File: src/rtl/owire_rst_pkg.sv
package owire_rst_pkg;
  typedef enum logic [1:0] {
    PH_IDLE = 2'd0,
    PH_LOW  = 2'd1,
    PH_HIGH = 2'd2
  } phase_e;
endpackage

File: src/rtl/owire_rst_timer.sv
module owire_rst_timer
  import owire_rst_pkg::*;
#(
  parameter int CW = 9
) (
  input  logic          clk,
  input  logic          rst,
  input  logic          go_i,
  input  logic [CW-1:0] low_len_i,
  input  logic [CW-1:0] high_len_i,
  output phase_e        phase_o,
  output logic [CW-1:0] cnt_o,
  output logic          bus_low_o,
  output logic          busy_o
);
  logic [CW-1:0] one_c;
  assign one_c = CW'(1);

  always_ff @(posedge clk) begin
    if (rst) begin
      phase_o   <= PH_IDLE;
      cnt_o     <= '0;
      bus_low_o <= 1'b0;
      busy_o    <= 1'b0;
    end else begin
      unique case (phase_o)
        PH_IDLE: begin
          if (go_i) begin
            phase_o   <= PH_LOW;
            cnt_o     <= '0;
            bus_low_o <= 1'b1;
            busy_o    <= 1'b1;
          end
        end
        PH_LOW: begin
          if (cnt_o == low_len_i - one_c) begin
            phase_o   <= PH_HIGH;
            cnt_o     <= '0;
            bus_low_o <= 1'b0;
          end else begin
            cnt_o <= cnt_o + one_c;
          end
        end
        PH_HIGH: begin
          if (cnt_o == high_len_i - one_c) begin
            phase_o <= PH_IDLE;
            cnt_o   <= '0;
            busy_o  <= 1'b0;
          end else begin
            cnt_o <= cnt_o + one_c;
          end
        end
        default: begin
          phase_o   <= PH_IDLE;
          cnt_o     <= '0;
          bus_low_o <= 1'b0;
          busy_o    <= 1'b0;
        end
      endcase
    end
  end

  // the low drive only ever happens inside a busy window
  assert_low_inside_busy_R3: assert property (@(posedge clk) disable iff (rst)
    bus_low_o |-> busy_o);

  // the low drive starts only after an accepted launch
  assert_low_after_go_R2: assert property (@(posedge clk) disable iff (rst)
    $rose(bus_low_o) |-> $past(go_i));

  // busy ends only from the released phase
  assert_busy_ends_high_R3: assert property (@(posedge clk) disable iff (rst)
    $fell(busy_o) |-> $past(phase_o == PH_HIGH));
endmodule

File: src/rtl/owire_rst_sampler.sv
module owire_rst_sampler
  import owire_rst_pkg::*;
#(
  parameter int CW     = 9,
  parameter int PU_CYC = 6
) (
  input  logic          clk,
  input  logic          rst,
  input  logic          clear_i,
  input  logic          rel_i,
  input  phase_e        phase_i,
  input  logic [CW-1:0] cnt_i,
  input  logic          line_i,
  input  logic [CW-1:0] si_i,
  input  logic [CW-1:0] msp_i,
  input  logic          mask_i,
  input  logic          apu_i,
  output logic          presence_o,
  output logic          short_o,
  output logic          pullup_o
);
  localparam logic [CW-1:0] PU_LAST = CW'(PU_CYC - 1);

  logic in_high;
  assign in_high = (phase_i == PH_HIGH);

  always_ff @(posedge clk) begin
    if (rst) begin
      presence_o <= 1'b0;
      short_o    <= 1'b0;
    end else if (clear_i) begin
      presence_o <= 1'b0;
      short_o    <= 1'b0;
    end else if (in_high) begin
      if (cnt_i == si_i) short_o <= ~line_i;
      if (cnt_i == msp_i && !mask_i) presence_o <= ~line_i;
    end
  end

  always_ff @(posedge clk) begin
    if (rst || clear_i) begin
      pullup_o <= 1'b0;
    end else if (rel_i) begin
      pullup_o <= apu_i;
    end else if (in_high && cnt_i == PU_LAST) begin
      pullup_o <= 1'b0;
    end else if (!in_high) begin
      pullup_o <= 1'b0;
    end
  end

  // the short flag rises only from a sample in the released phase
  assert_short_from_release_R4: assert property (@(posedge clk) disable iff (rst)
    $rose(short_o) |-> $past(in_high));

  // the presence flag rises only from an unmasked released-phase sample
  assert_pres_unmasked_R8: assert property (@(posedge clk) disable iff (rst)
    $rose(presence_o) |-> ($past(in_high) && !$past(mask_i)));

  // the pullup pulse never overlaps the low phase
  assert_pullup_not_low_R9: assert property (@(posedge clk) disable iff (rst)
    pullup_o |-> (phase_i != PH_LOW));
endmodule

File: src/rtl/owire_rst_seq.sv
module owire_rst_seq
  import owire_rst_pkg::*;
#(
  parameter int LOW_STD  = 480,
  parameter int HIGH_STD = 480,
  parameter int MSP_STD  = 70,
  parameter int SI_STD   = 8,
  parameter int LOW_OD   = 48,
  parameter int HIGH_OD  = 48,
  parameter int MSP_OD   = 8,
  parameter int SI_OD    = 2,
  parameter int PU_CYC   = 6
) (
  input  logic clk,
  input  logic rst,
  input  logic start_i,
  input  logic speed_i,
  input  logic mask_i,
  input  logic apu_i,
  input  logic line_i,
  output logic bus_low_o,
  output logic pullup_o,
  output logic busy_o,
  output logic presence_o,
  output logic short_o
);
  localparam int MAX_A = (LOW_STD > HIGH_STD) ? LOW_STD : HIGH_STD;
  localparam int MAX_B = (LOW_OD > HIGH_OD) ? LOW_OD : HIGH_OD;
  localparam int MAX_L = (MAX_A > MAX_B) ? MAX_A : MAX_B;
  localparam int CW    = $clog2(MAX_L + 1);

  phase_e        phase;
  logic [CW-1:0] cnt;
  logic          speed_q, mask_q, apu_q;
  logic          launch, rel;
  logic [CW-1:0] t_low, t_high, t_si, t_msp;

  assign launch = start_i && (phase == PH_IDLE);

  always_ff @(posedge clk) begin
    if (rst) begin
      speed_q <= 1'b0;
      mask_q  <= 1'b0;
      apu_q   <= 1'b0;
    end else if (launch) begin
      speed_q <= speed_i;
      mask_q  <= mask_i;
      apu_q   <= apu_i;
    end
  end

  assign t_low  = speed_q ? CW'(LOW_OD)  : CW'(LOW_STD);
  assign t_high = speed_q ? CW'(HIGH_OD) : CW'(HIGH_STD);
  assign t_si   = speed_q ? CW'(SI_OD)   : CW'(SI_STD);
  assign t_msp  = speed_q ? CW'(MSP_OD)  : CW'(MSP_STD);
  assign rel    = (phase == PH_LOW) && (cnt == t_low - CW'(1));

  owire_rst_timer #(.CW(CW)) timer_i (
    .clk        (clk),
    .rst        (rst),
    .go_i       (launch),
    .low_len_i  (t_low),
    .high_len_i (t_high),
    .phase_o    (phase),
    .cnt_o      (cnt),
    .bus_low_o  (bus_low_o),
    .busy_o     (busy_o)
  );

  owire_rst_sampler #(.CW(CW), .PU_CYC(PU_CYC)) sampler_i (
    .clk        (clk),
    .rst        (rst),
    .clear_i    (launch),
    .rel_i      (rel),
    .phase_i    (phase),
    .cnt_i      (cnt),
    .line_i     (line_i),
    .si_i       (t_si),
    .msp_i      (t_msp),
    .mask_i     (mask_q),
    .apu_i      (apu_q),
    .presence_o (presence_o),
    .short_o    (short_o),
    .pullup_o   (pullup_o)
  );

  // both result flags read clear in the first busy cycle
  assert_flags_clear_R6: assert property (@(posedge clk) disable iff (rst)
    $rose(busy_o) |-> (!presence_o && !short_o));

  // strong pullup and low drive never overlap
  assert_pullup_excl_R9: assert property (@(posedge clk) disable iff (rst)
    pullup_o |-> !bus_low_o);

  // a new low drive never follows a cycle that was already busy
  assert_no_restart_R10: assert property (@(posedge clk) disable iff (rst)
    $rose(bus_low_o) |-> !$past(busy_o));
endmodule

File: config.mk
export PLATFORM = sky130hd
export DESIGN_NAME = owire_rst_seq
export DESIGN_NICKNAME = d
export VERILOG_FILES = /design/src/rtl/owire_rst_pkg.sv /design/src/rtl/owire_rst_timer.sv /design/src/rtl/owire_rst_sampler.sv /design/src/rtl/owire_rst_seq.sv
export SDC_FILE = /design/constraint.sdc
export NUM_CORES = 1
export LEC_CHECK = 0
export CORE_MARGIN = 4
export CORE_UTILIZATION = 35
export CTS_BUF_LIST = sky130_fd_sc_hd__clkbuf_2 sky130_fd_sc_hd__clkbuf_4 sky130_fd_sc_hd__clkbuf_8
export CTS_CLUSTER_SIZE = 10
export DETAILED_ROUTE_END_ITERATION = 10
export HOLD_SLACK_MARGIN = 0.03
export PLACE_DENSITY_LB_ADDON = 0.25
export SYNTH_ARGS = -nofsm -noshare
export SYNTH_HDL_FRONTEND = slang
export SYNTH_SLANG_ARGS = --single-unit
File: constraint.sdc
create_clock -name clk -period 2.2 [get_ports clk]
set_clock_uncertainty 0.15 [all_clocks]
set_input_delay 0.44 -clock clk [delete_from_list [all_inputs] [get_ports clk]]
set_output_delay 0.44 -clock clk [all_outputs]
set_load 0.02 [all_outputs]
==> results of run 1 <==
[per-stage QoR]
stage / setup slack (ps) / hold WS [ps] / power [W] / utilization / cells
after floorplan: 190 / 286 / 0.000451 / - / 127
after global placement: 160 / 293 / 0.000487 / 0.429 / 187
after detailed placement: 96.0 / 298 / 0.000489 / 0.429 / 187
after CTS: 75.0 / 319 / 0.000681 / 0.439 / 191
after global routing: 9.57 / 348 / 0.000713 / 0.445 / 191
final: 150 / 312 / 0.000676 / 0.445 / 191
[cell usage after synthesis, types with 2 or more instances]
master / n / share of area
ha_1: 5 / 0.056
nand2_1: 13 / 0.044
o21ai_0: 2 / 0.0090
or3_1: 2 / 0.011
and3_1: 3 / 0.017
dfxtp_1: 19 / 0.34
a21oi_1: 8 / 0.036
buf_6: 4 / 0.040
inv_1: 9 / 0.030
a211o_2: 3 / 0.027
nor2_1: 14 / 0.047
xor2_1: 5 / 0.039
a211oi_1: 2 / 0.013
nand3_1: 6 / 0.027
a311oi_1: 2 / 0.016
nand4_1: 3 / 0.017
o22ai_1: 2 / 0.011
xnor2_1: 3 / 0.024
[flip-flops by register name, summed over array words and instances (netlist names)]
name,flops
sampler_i.pullup_o,1
timer_i.bus_low_o,1
speed_q,1
timer_i.cnt_o,9
timer_i.busy_o,1
sampler_i.presence_o,1
sampler_i.short_o,1
apu_q,1
timer_i.phase_o,2
mask_q,1
[per-layer routing]
metal	vias up	share of wire	GRT usage	routed length (um)
li1	489	-	-	-
met1	450	0.47	0.156	1170
met2	17	0.48	0.218	1180
met3	4	0.039	0.0399	96
met4	0	0.010	0.0290	25
met5	-	0	0	0
[where the power goes]
| part | switching [W] | internal (W) |
|---|---|---|
| combinational | 0.0000630 | 0.0000571 |
| clock | 0.000109 | 0.0000830 |
| sequential | 0.00000838 | 0.000356 |
[tightest hold or removal path, stage by stage (launching register included)]
cell and delay, ps:
dfxtp_1 330, inv_1 50, a211oi_1 50
[worst min-delay path by stage]
stage	startpoint	endpoint	slack [ps]
2_1_floorplan	apu_q	apu_q	290
3_3_place_gp	timer_i.busy_o	timer_i.busy_o	290
3_5_place_dp	timer_i.busy_o	timer_i.busy_o	300
4_1_cts	timer_i.busy_o	timer_i.busy_o	320
5_1_grt	timer_i.busy_o	timer_i.busy_o	350
6_report	timer_i.busy_o	timer_i.busy_o	310
[cell type report]
class                   count  area (um^2)
clock buffers               4         30.0
fillers                   299         1690
inverters                   9         33.8
multi-input cells          92          661
flip-flops and latches     19          380
well taps                  44         55.1
repair buffers             23          200
[repair_timing]
item	4_1_cts	5_1_grt
resized for setup	0	2
hold buffers	0	0
endpoints found under the setup margin	0	9
buffers inserted	0	0
[placed cells by master, fill, tap and decap left out, types with 5 or more instances in the layout]
cell / count
nand3_1: 6
inv_1: 9
clkdlybuf4s50_1: 11
nand2_1: 13
buf_4: 12
ha_1: 5
dfxtp_1: 19
xor2_1: 5
a21oi_1: 8
nor2_1: 14
[logic make-up (layout without fill, tap and decap cells)]
logic type	after synthesis	in the layout	synth area share
fa+ha+maj	5	5	0.0561
buf+inv	16	36	0.0852
compound gates	28	28	0.223
simple gates	50	50	0.223
flops	19	19	0.341
mux	1	1	0.00897
xor+xnor	8	8	0.0628
==> flow_summary_export.csv, run 1 <==
group,metric,value,unit
worst_setup_path,worstPathCellList,"or3b_2, o32ai_4, o211ai_4, buf_4, a31oi_4, nor2_1",
run_status,status,"finished clean",
synthesis,ys_warn_count,0,
sta,hold_violations,0,
place,routabilityCongestion,0.864,
worst_setup_path,reg2reg_from,"timer_i.cnt_o[5]",
worst_setup_path,cp.buffers_inverters,1,
power,ir_worst_vdd,0.235,mV
synthesis,netlist_instances,127,
route,drt_iter0_drc,49,
route,wl_per_cell,12.9,um
clock_network,insertion_delay,300,ps
route,drc,0,
clock_network,cts_buffer_depth,2,
place,post_dp_cell_area,0.00131,mm^2
route,drt-pass1-iter-count,4,
worst_setup_path,reg2regPathDepth,6,
route,ant_nets,0,
worst_setup_path,arrival,2090,ps
layout,stdcell_area,0.00136,mm^2
global_routing,grt_max_degree,11,
worst_hold_path,holdPathStages,2,
job,drv_cap,0,
worst_setup_path,crit_family,"simple AND/OR/NAND/NOR gates",
sta,maxSlewViolCount,0,
sta,min_period,2050,ps
route,drt-total-wl,2470,um
sta,max_freq,488,MHz
worst_setup_path,cp_data_required_time,2240,ps
floorplanning,start_util,0.366,
floorplanning,core,0.00305,mm^2
worst_setup_path,critPathLaunch,"timer_i.cnt_o[5]",
clock_network,htreeDepth,1,
floorplanning,die_area,0.00416,mm^2
floorplanning,num_rows,20,
layout,num-nets-final,160,
synthesis,syn_area_per_cell,8.79,um^2
route,vias_per_cell,5.03,
worst_setup_path,cpPeakStageDelay,510,ps
synthesis,syn_nets,139,
clock_network,cts.sinks,19,
clock_network,clockRootBuffer,"clkbuf_4",
floorplanning,die_w,64.5,um
clock_network,numCtsBuffers,3,
global_routing,first_global_vias,980,
worst_setup_path,path_max_fanout,10,
sta,worst_slew_pin_slew,378,ps
power,p_leak,0.490,nW
floorplanning,die_h,64.5,um
worst_setup_path,start_kind,"flip-flop",
route,num_vias,960,
worst_setup_path,cp-end-kind,"flip-flop",
global_routing,gr-total-overflow,0,
layout,area_growth,21.9,%
power,power_density,497,mW/mm^2
worst_setup_path,r2r_end,"timer_i.cnt_o[5]",
worst_hold_path,hold_class,"reg -> reg",
synthesis,async_flop_share,0,
worst_setup_path,r2r_slack,150,ps
place,post-dp-hpwl,1850,um
clock_network,cts.clk_slew.worst_paths,110,ps
sta,finalCritPeriodShare,0.932,
worst_setup_path,crit_cells,6,
sta,setup_tns,0,ps
synthesis,synth_ff_type,"dfxtp_1",
sta,setup_viol,0,
worst_setup_path,crit_path_top_delay_cell,"or3b_2",
worst_setup_path,worstSetupEndpoint,"timer_i.cnt_o[5]",
sta,rsz0062_at_grt,"false",
synthesis,yosysSeqAreaShare,0.341,
worst_setup_path,path_class,"reg -> reg",
global_routing,grt_usage,0.128,
place,portBuffers,11,
layout,layout-drive-gt1-share,0.197,
sta,slew_headroom,0.747,
synthesis,synth_area,0.00112,mm^2
floorplanning,io_pins,12,
global_routing,antenna_found_initial,0,
synthesis,synth_enable_flop_cells,0,
clock_network,cts_tree,"built",
layout,diodes,0,
synthesis,synth.distinct_cells,40,
global_routing,grt_pass1_wl,4250,um
synthesis,ys_ff_latch,19,
(Power assumes the default switching activity.)
==> run 2, diff against run 1 <==
--- a/config.mk
+++ b/config.mk
@@ -5,6 +5,7 @@
 export SDC_FILE = /design/constraint.sdc
 export NUM_CORES = 1
 export LEC_CHECK = 0
+export CAP_MARGIN = 20
 export CORE_MARGIN = 4
 export CORE_UTILIZATION = 35
 export CTS_BUF_LIST = sky130_fd_sc_hd__clkbuf_2 sky130_fd_sc_hd__clkbuf_4 sky130_fd_sc_hd__clkbuf_8
==> results of run 2 <==
Final layout, timing and power as in run 1 (identical DEF).
==> run 3, diff against run 2 <==
--- a/config.mk
+++ b/config.mk
@@ -15,4 +15,5 @@
 export PLACE_DENSITY_LB_ADDON = 0.25
 export SYNTH_ARGS = -nofsm -noshare
 export SYNTH_HDL_FRONTEND = slang
+export SYNTH_HIERARCHICAL = 1
 export SYNTH_SLANG_ARGS = --single-unit
==> run 3 against run 2 <==
  * The flow now finishes with violations (negative setup slack)
  * Fmax fell by 7.2%
  * Total power rose by 140%
  * Cell area rose by 100%
  * Die area rose by 77%
  * Non-clock buffer count rose by 13
  * Sequential share of layout area fell by 14 points
==> flow_summary_export.csv, run 3 <==
group,metric,value,unit
floorplanning,num_rows,28,
synthesis,yosys.area_share.simple,0.303,
layout,num-nets-final,340,
clock_network,cts.clk_slew.worst_paths,80,ps
clock_network,clockRootBuffer,"clkbuf_8",
synthesis,yosysMostFrequentCell,"xor2_1",
global_routing,first_global_vias,1684,
route,num_vias,1809,
power,p_leak,1.13,nW
global_routing,grt_usage,0.128,
route,drt-total-wl,4480,um
power,ir_worst_vdd,0.259,mV
global_routing,antenna_found_initial,0,
sta,min_period,2210,ps
sta,rsz0062_at_grt,"true",
worst_setup_path,arrival,2260,ps
clock_network,insertion_delay,260,ps
place,post-dp-hpwl,3440,um
floorplanning,die_w,85.7,um
run_status,violations,"negative setup slack",
global_routing,gr-total-overflow,0,
synthesis,syn_area_per_cell,8.69,um^2
run_status,status,"finished, violations left",
place,portBuffers,11,
sta,setup_ws,-8.36,ps
sta,finalCritPeriodShare,1.00,
synthesis,synth_area,0.00211,mm^2
sta,max_freq,453,MHz
job,drv_cap,0,
route,vias_per_cell,4.51,
layout,area_growth,30.6,%
layout,diodes,0,
worst_setup_path,start_kind,"flip-flop",
sta,maxSlewViolCount,0,
synthesis,synth_enable_flop_cells,0,
power,p_total,0.00163,W
sta,setup_viol,2,
synthesis,yosys.area.top_type,"dfxtp_1",
layout,layout-drive-gt1-share,0.236,
synthesis,synth.distinct_cells,58,
global_routing,grt_max_degree,17,
layout,reg_top3,"timer_i/cnt_o (9), timer_i/phase_o (2)",
global_routing,grt_pass1_wl,7730,um
layout,top_register,"timer_i/cnt_o",
clock_network,htreeDepth,1,
synthesis,synth_top_family_by_area,"simple AND/OR/NAND/NOR gates",
sta,hold_violations,0,
layout,most-common-layout-cells,"conb_1 (56), xor2_1 (24), buf_4 (22), nor2_1 (21), xnor2_1 (19)",
clock_network,hold_buffers,0,
layout,instances_no_fill,401,
synthesis,ys_ff_latch,19,
route,ant_nets,0,
synthesis,synth_compound_gate_area_share,0.181,
synthesis,yosys-top-cells-count,"xor2_1 (24), xnor2_1 (22), nor2_1 (21)",
synthesis,yosysSeqAreaShare,0.180,
floorplanning,start_util,0.359,
synthesis,synth_ff_type,"dfxtp_1",
synthesis,synthTopCellsByArea,"dfxtp_1 (18%), xor2_1 (10%), xnor2_1 (9.1%)",
synthesis,synth_xor_area_frac,0.204,
worst_setup_path,cp-end-kind,"flip-flop",
route,drt-pass1-iter-count,4,
power,power_density,592,mW/mm^2
clock_network,cts_tree,"built",
route,drt_iter0_drc,108,
route,drc,0,
layout,final_common_cell,"conb_1",
layout,largest_reg_flops,9,
synthesis,yosys.area_share.adder,0.0356,
floorplanning,io_pins,12,
route,wl_per_cell,11.2,um
place,dp_cells,394,
worst_hold_path,hold_class,"reg -> reg",
clock_network,numCtsBuffers,3,
synthesis,synth_top_area_frac,0.180,
clock_network,cts.sinks,19,
worst_setup_path,path_max_fanout,15,
floorplanning,die_area,0.00734,mm^2
synthesis,ys_warn_count,6,
clock_network,cts_buffer_depth,2,
floorplanning,core,0.00589,mm^2
worst_setup_path,path_class,"reg -> reg",
synthesis,synthMuxAreaShare,0.0190,
worst_setup_path,cp_data_required_time,2250,ps
place,routabilityCongestion,0.764,
synthesis,netlist_instances,243,
floorplanning,die_h,85.7,um
synthesis,async_flop_share,0,
[run 3: per-layer routing]
metal,track usage,part of all wire
met2,0.227,0.49
met1,0.164,0.48
met5,0,0
met4,0.0201,0.0069
met3,0.0221,0.020
[run 3: logic make-up after synthesis]
group / after synthesis
adders and majority gates: 6
DFF: 19
other: 2
buffers and inverters: 25
and+or+nand+nor: 101
muxes: 4
xor gates and xnor gates: 47
AOI/OAI and AO/OA: 39
[run 3: final timing paths]
path | end | startpoint | slack (ps) | cells after the start
worst min register to register | sampler_i/short_o | sampler_i/short_o | 340 | 2
worst min-delay path | sampler_i/short_o | sampler_i/short_o | 340 | 2
worst max register to register | timer_i/phase_o[1] | speed_q | -8 | 9
worst max-delay path | timer_i/phase_o[1] | speed_q | -8 | 9
[run 3: timing repair]
item | CTS | global route
gates cloned | 1 | 0
setup endpoints to repair | 4 | 13
buffers inserted | 1 | 1
resized for setup | 1 | 8
pin swaps | 0 | 4
[run 3: layout make-up]
type                    count  area [um^2]
clock buffers               4         48.8
fillers                   595         3130
inverters                  13         52.6
multi-input cells         254         1860
flip-flops and latches     19          384
well taps                  75         93.8
repair buffers             36          318
[run 3: power breakdown]
| part | total [W] | switching, W | internal (W) | leakage (nW) |
|---|---|---|---|---|
| Combinational | 0.000939 | 0.000495 | 0.000444 | 0.952 |
| Sequential | 0.000421 | 0.0000382 | 0.000382 | 0.155 |
| Clock | 0.000272 | 0.000130 | 0.000142 | 0.0262 |
| Total | 0.00163 | 0.000663 | 0.000968 | 1.13 |
[run 3: per-stage QoR]
step                      TNS [ps]   util  instance area (um^2)  hold slack (ps)  setup slack [ps]
after floorplan              -1590      -                  2350              311              -164
after global placement           0  0.446                  2630              312              15.4
after CTS                    -77.5  0.459                  2700              354             -31.6
after global routing         -1040  0.469                  2760              395              -140
after detailed placement     -24.9  0.446                  2630              335             -16.0
final                        -9.06  0.469                  2760              345             -8.36
[run 3: critical path: stages, from the launching register on]
cell and delay (ps):
dfxtp_4 360, clkinvlp_4 210, buf_6 200, xnor2_4 120, xnor2_1 140, nand4_1 90, o31a_1 330, buf_12 160
o31a_1 280, nor3_2 90
